--- config.mk ---
export PLATFORM = sky130hd
export DESIGN_NAME = sdclk_gen
export DESIGN_NICKNAME = d
export VERILOG_FILES = /design/src/rtl/sdclk_gen_pkg.sv /design/src/rtl/sdclk_ctlreg.sv /design/src/rtl/sdclk_phase_cnt.sv /design/src/rtl/sdclk_seq.sv /design/src/rtl/sdclk_gen.sv
export SDC_FILE = /design/constraint.sdc
export NUM_CORES = 1
export LEC_CHECK = 0
export ABC_AREA = 1
export BUFFER_PORTS_ARGS = -buffer_cell sky130_fd_sc_hd__buf_2
export CORE_MARGIN = 5
export CORE_UTILIZATION = 45
export CTS_BUF_LIST = sky130_fd_sc_hd__clkbuf_16
export DETAILED_ROUTE_END_ITERATION = 16
export PLACE_DENSITY = 0.64
export RECOVER_POWER = 100
export SLEW_MARGIN = 10
export SYNTH_ARGS = -nofsm -noshare
export SYNTH_HDL_FRONTEND = slang
export SYNTH_SLANG_ARGS = --single-unit
export TNS_END_PERCENT = 50
--- constraint.sdc ---
create_clock -name clk -period 1.6 [get_ports clk]
set_input_delay 0.4 -clock clk [delete_from_list [all_inputs] [get_ports clk]]
set_output_delay 0.4 -clock clk [all_outputs]
set_load 0.01 [all_outputs]
--- src/rtl/sdclk_gen_pkg.sv ---
package sdclk_gen_pkg;
    // Default divider field width
    localparam int CKG_DIV_W_DEF = 7;

    typedef enum logic [1:0] {
        CK_STOP = 2'd0,
        CK_LOW  = 2'd1,
        CK_HIGH = 2'd2
    } ck_state_e;
endpackage

--- src/rtl/sdclk_ctlreg.sv ---
module sdclk_ctlreg #(
    parameter int DIV_W = 7,
    localparam int CTL_W = DIV_W + 3,
    parameter logic [CTL_W-1:0] RST_VAL = '1
) (
    input  logic             clk,
    input  logic             rst_n,
    input  logic             we,
    input  logic [CTL_W-1:0] wdata,
    output logic [CTL_W-1:0] q
);
    always_ff @(posedge clk or negedge rst_n) begin
        if (!rst_n) begin
            q <= RST_VAL;
        end else if (we) begin
            q <= wdata;
        end
    end
endmodule

--- src/rtl/sdclk_phase_cnt.sv ---
module sdclk_phase_cnt #(
    parameter int DIV_W = 7
) (
    input  logic             clk,
    input  logic             rst_n,
    input  logic             clr,
    input  logic [DIV_W-1:0] limit,
    output logic             at_term
);
    logic [DIV_W-1:0] cnt_q;

    always_ff @(posedge clk or negedge rst_n) begin
        if (!rst_n) begin
            cnt_q <= '0;
        end else if (clr) begin
            cnt_q <= '0;
        end else begin
            cnt_q <= cnt_q + 1'b1;
        end
    end

    assign at_term = (cnt_q == limit);
endmodule

--- src/rtl/sdclk_seq.sv ---
module sdclk_seq
    import sdclk_gen_pkg::*;
#(
    parameter int DIV_W = 7,
    parameter logic [DIV_W-1:0] RST_DIV = '1
) (
    input  logic             clk,
    input  logic             rst_n,
    input  logic             stop_req,
    input  logic [DIV_W-1:0] div_req,
    input  logic             at_term,
    output logic [DIV_W-1:0] div_use,
    output logic             cnt_clr,
    output logic             card_clk,
    output logic             card_clk_rise
);
    ck_state_e        state_q, state_n;
    logic [DIV_W-1:0] div_q;
    logic             load_div;

    // State register, plus the divider value in use
    always_ff @(posedge clk or negedge rst_n) begin
        if (!rst_n) begin
            state_q <= CK_STOP;
            div_q   <= RST_DIV;
        end else begin
            state_q <= state_n;
            if (load_div) begin
                div_q <= div_req;
            end
        end
    end

    // Next state
    always_comb begin
        state_n  = state_q;
        cnt_clr  = 1'b0;
        load_div = 1'b0;
        unique case (state_q)
            CK_STOP: begin
                cnt_clr = 1'b1;
                if (!stop_req) begin            // GO
                    state_n  = CK_LOW;
                    load_div = 1'b1;
                end
            end
            CK_LOW: begin
                if (stop_req) begin             // HALT_LOW
                    state_n = CK_STOP;
                    cnt_clr = 1'b1;
                end else if (at_term) begin     // RISE
                    state_n = CK_HIGH;
                    cnt_clr = 1'b1;
                end
            end
            CK_HIGH: begin
                if (at_term) begin
                    cnt_clr = 1'b1;
                    if (stop_req) begin         // HALT_HIGH
                        state_n = CK_STOP;
                    end else begin              // FALL
                        state_n  = CK_LOW;
                        load_div = 1'b1;
                    end
                end
            end
            default: begin
                state_n = CK_STOP;
                cnt_clr = 1'b1;
            end
        endcase
    end

    // Outputs
    always_comb begin
        card_clk      = (state_q == CK_HIGH);
        card_clk_rise = (state_q == CK_LOW) && at_term && !stop_req;
    end

    assign div_use = div_q;
endmodule

--- src/rtl/sdclk_gen.sv ---
module sdclk_gen
    import sdclk_gen_pkg::*;
#(
    parameter int DIV_W = CKG_DIV_W_DEF,
    localparam int CTL_W = DIV_W + 3,
    localparam int MODE_BIT = DIV_W,
    localparam int STOP_BIT = DIV_W + 1
) (
    input  logic             clk,
    input  logic             rst_n,
    input  logic             ctl_we,
    input  logic [CTL_W-1:0] ctl_wdata,
    output logic [CTL_W-1:0] ctl_rdata,
    output logic             card_clk,
    output logic             card_clk_rise
);
    localparam logic [DIV_W-1:0] RST_DIV = '1;
    localparam logic [CTL_W-1:0] RST_CTL =
        CTL_W'((1 << STOP_BIT) | ((1 << DIV_W) - 1));

    logic [CTL_W-1:0] ctl_q;
    logic [DIV_W-1:0] div_use;
    logic             cnt_clr;
    logic             at_term;

    sdclk_ctlreg #(.DIV_W(DIV_W), .RST_VAL(RST_CTL)) u_reg (
        .clk   (clk),
        .rst_n (rst_n),
        .we    (ctl_we),
        .wdata (ctl_wdata),
        .q     (ctl_q)
    );

    sdclk_phase_cnt #(.DIV_W(DIV_W)) u_cnt (
        .clk     (clk),
        .rst_n   (rst_n),
        .clr     (cnt_clr),
        .limit   (div_use),
        .at_term (at_term)
    );

    sdclk_seq #(.DIV_W(DIV_W), .RST_DIV(RST_DIV)) u_seq (
        .clk           (clk),
        .rst_n         (rst_n),
        .stop_req      (ctl_q[STOP_BIT]),
        .div_req       (ctl_q[DIV_W-1:0]),
        .at_term       (at_term),
        .div_use       (div_use),
        .cnt_clr       (cnt_clr),
        .card_clk      (card_clk),
        .card_clk_rise (card_clk_rise)
    );

    assign ctl_rdata = ctl_q;
endmodule

==> results.yml <==
grt:
  grtUsageMet3_pct: 2.426
  grt_pass1_wl_um: 4526
  grt_max_degree: 27
  grt_pass1_vias: 1025
  antenna_found_initial: 0
  use_met1_pct: 17.34
  grt.overflow.total: 0
  track_usage_pct: 13.49
  busiest_layer: "met2"
  use_met2_pct: 22.99
timing:
  setup_viol: 1
  fmax_ghz: 0.5390
  fin_crit_sh_pct: 115.9
  worst_slew_margin_rel_pct: 11.93
  rsz0062_at_grt: "yes"
  worst_slew_pin_slew_ps: 1321
  slew_viol_final: 0
  fin_skew_ps: 1.340
  fin_ws_ps: -255.2
  min_period_ps: 1855
  hold_violations: 0
synthesis:
  ys_seq_area_share_pct: 49.40
  synth_fp_nets: 171
  synth.most_common_cell: "nand2_1"
  synth-compound-area-share_pct: 1.939
  synth_top_flop_cell: "dfstp_2"
  syn_area_um2: 1355
  synth_area_leaders: "dfstp_2, dfrtp_1, nand2_1, mux2_2, nand3_1"
  synth_area_per_cell_um2: 8.857
  synth_cells: 153
  synthArstFlopShare_pct: 100.0
  ys_ff_latch: 26
  ys_types: 22
  yosysTopAreaCell: "dfstp_2"
  yosysTopAreaCellShare_pct: 29.09
  synth_fa_ha_area_share_pct: 4.617
  synth_simple_gate_area_share_pct: 25.67
  synth_top_family_by_area: "simple AND/OR/NAND/NOR gates"
  synth_edf_count: 0
  synth.top_cells.by_count: "nand2_1, inv_1, nand3_1"
  ys_warn_count: 0
  synth_xor_area_share_pct: 3.232
  synthMuxAreaShare_pct: 7.479
cts:
  cts_buffers: 3
  numClockSinks: 26
  htree_levels: 1
  root_buffer: "clkbuf_16"
  clkLatencyLatePin_ps: 250
  cts_tree: "built"
  cts_max_path_buffers: 2
  clkTransAtPathRegs_ps: 60
drt:
  first_pass_iters: 5
  wirelength_um: 2568
  wire_per_inst_um: 11.89
  drcViolationCount: 0
  first_iter_violations: 39
  ant_nets: 0
  via_per_inst: 4.894
  vias: 1057
cells_and_area:
  seqCellArea_um2: 669.4
  syn2layout_area_growth_pct: 21.24
  multi_input_area_um2: 616.8
  drive_gt1_share_pct: 32.24
  final_util_pct: 55.17
  diodes: 0
  fill_cells: 267
  final_nets: 202
floorplan:
  die-width_um: 64.88
  fp-row-count: 20
  die_h_um: 64.88
  coreArea_um2: 2978
  floorplan.initialDensity_pct: 45.50
  dieArea_um2: 4209
  ios: 25
setup_path:
  crit_path_max_incr_delay_ps: 430
  cp-startpoint: "u_seq.state_q[1]"
  rr_startpoint: "u_seq.div_use[3]"
  crit_top_cell: "inv_1"
  crit_buf_inv: 4
  cp-start-kind: "register"
  end_kind: "output pin"
  crit_family: "flip-flops"
  crit_type: "register to output pin"
  required_ps: 1200
  cp_slowest_cell: "dfrtp_1"
  arrival_ps: 1460
  worstPathMaxFanout: 4
  path_cells: "inv_1 -> ha_1 -> inv_1 -> nor2_2 -> inv_1 -> nor2_2 -> buf_2"
pwr:
  ir_drop_mv: 0.7661
  leakagePower_nw: 0.8151
  power.density_nw_per_um2: 1560
  power_mw: 2.562
placed_design:
  place_congestion: 0.7850
  pre_cts_ws_ps: 6.893
  io_buffers: 24
  dp.final_hpwl_um: 1971
hold_path:
  hold_path.class: "primary input to register"
  min_from: "ctl_wdata[8]"
run_status:
  violations: "setup timing"
  outcome: "finished, violations left"
flow_run:
  cap_violations: 0
## power by group
group	internal [mW]	switching (mW)	total [mW]
Combinational	0.414	0.580	0.993
Clock	0.334	0.213	0.547
Sequential	0.886	0.136	1.02
Total	1.63	0.929	2.56
## registers in the layout, summed over array words and instances (netlist names)
name           cells
u_cnt.cnt_q        7
u_reg.q           10
u_seq.div_use      7
u_seq.state_q      2
## per-stage QoR
stage                     TNS [ps]  instance area, µm²  hold slack [ps]  std cells
after floorplan                  0                1355            104.4        153
after global placement           0                1529            415.2        211
after detailed placement         0                1529            420.1        211
after CTS                   -251.0                1620            144.5        216
after global routing        -382.7                1643            365.9        216
final                       -255.2                1643            359.8        216
## layer usage
| metal | up-vias | routed length [µm] | part of all wire [%] |
|---|---|---|---|
| met5 | - | 0 | 0 |
| met2 | 23 | 1264 | 49 |
| li1 | 537 | - | - |
| met4 | 0 | 12 | 0.47 |
| met1 | 495 | 1176 | 46 |
| met3 | 2 | 114 | 4.4 |
## placed cells by master (no fill, tap or decap), types with 2 or more instances in the layout
cell / instances
clkbuf_1: 6
xor2_1: 4
dfstp_1: 4
dfrtp_1: 11
nor2_2: 2
ha_1: 4
inv_2: 4
inv_1: 19
nand2_1: 39
nand3_4: 2
nand3_1: 18
mux2_2: 9
nor2_1: 12
clkbuf_16: 3
dfstp_2: 11
buf_4: 5
buf_2: 18
## worst paths after layout
kind                                     to  slack, ps  depth (start not counted)
max reg2reg                u_seq.div_use[1]        130                         10
min in group asynchronous    u_cnt.cnt_q[3]        420                          1
max                           card_clk_rise       -260                          7
min reg2reg                u_seq.div_use[1]        490                          2
min                              u_reg.q[8]        360                          3
max in group asynchronous  u_seq.state_q[0]        400                          1
## worst min-delay path: cells and delay by family
kind	cells	cell delay, ps
compound gates	1	60
simple gates	1	40
buf+inv	1	80
## kinds of logic after synthesis
kind of cell	count (synthesis)
AOI/OAI and AO/OA	4
xor gates and xnor gates	5
adders and majority gates	5
buffers and inverters	26
DFF	26
muxes	9
and+or+nand+nor	78
## final cells by class
class / instances / share of cell area, %
clock buffer: 3 / 4.570
timing repair buffer: 29 / 9.139
sequential: 26 / 40.75
tap: 33 / 2.513
clock inverter: 1 / 0.2285
multi-input combinational: 101 / 37.55
inverter: 23 / 5.255
## repair_timing
item / in CTS / in global routing
endpoints found under the setup margin: 2 / 9
hold endpoints to repair: 0 / 0
setup buffers: 1 / 0
pin swaps: 0 / 1
resized for setup: 2 / 6
hold buffers: 0 / 0
Power figures use the tool's default switching activity.
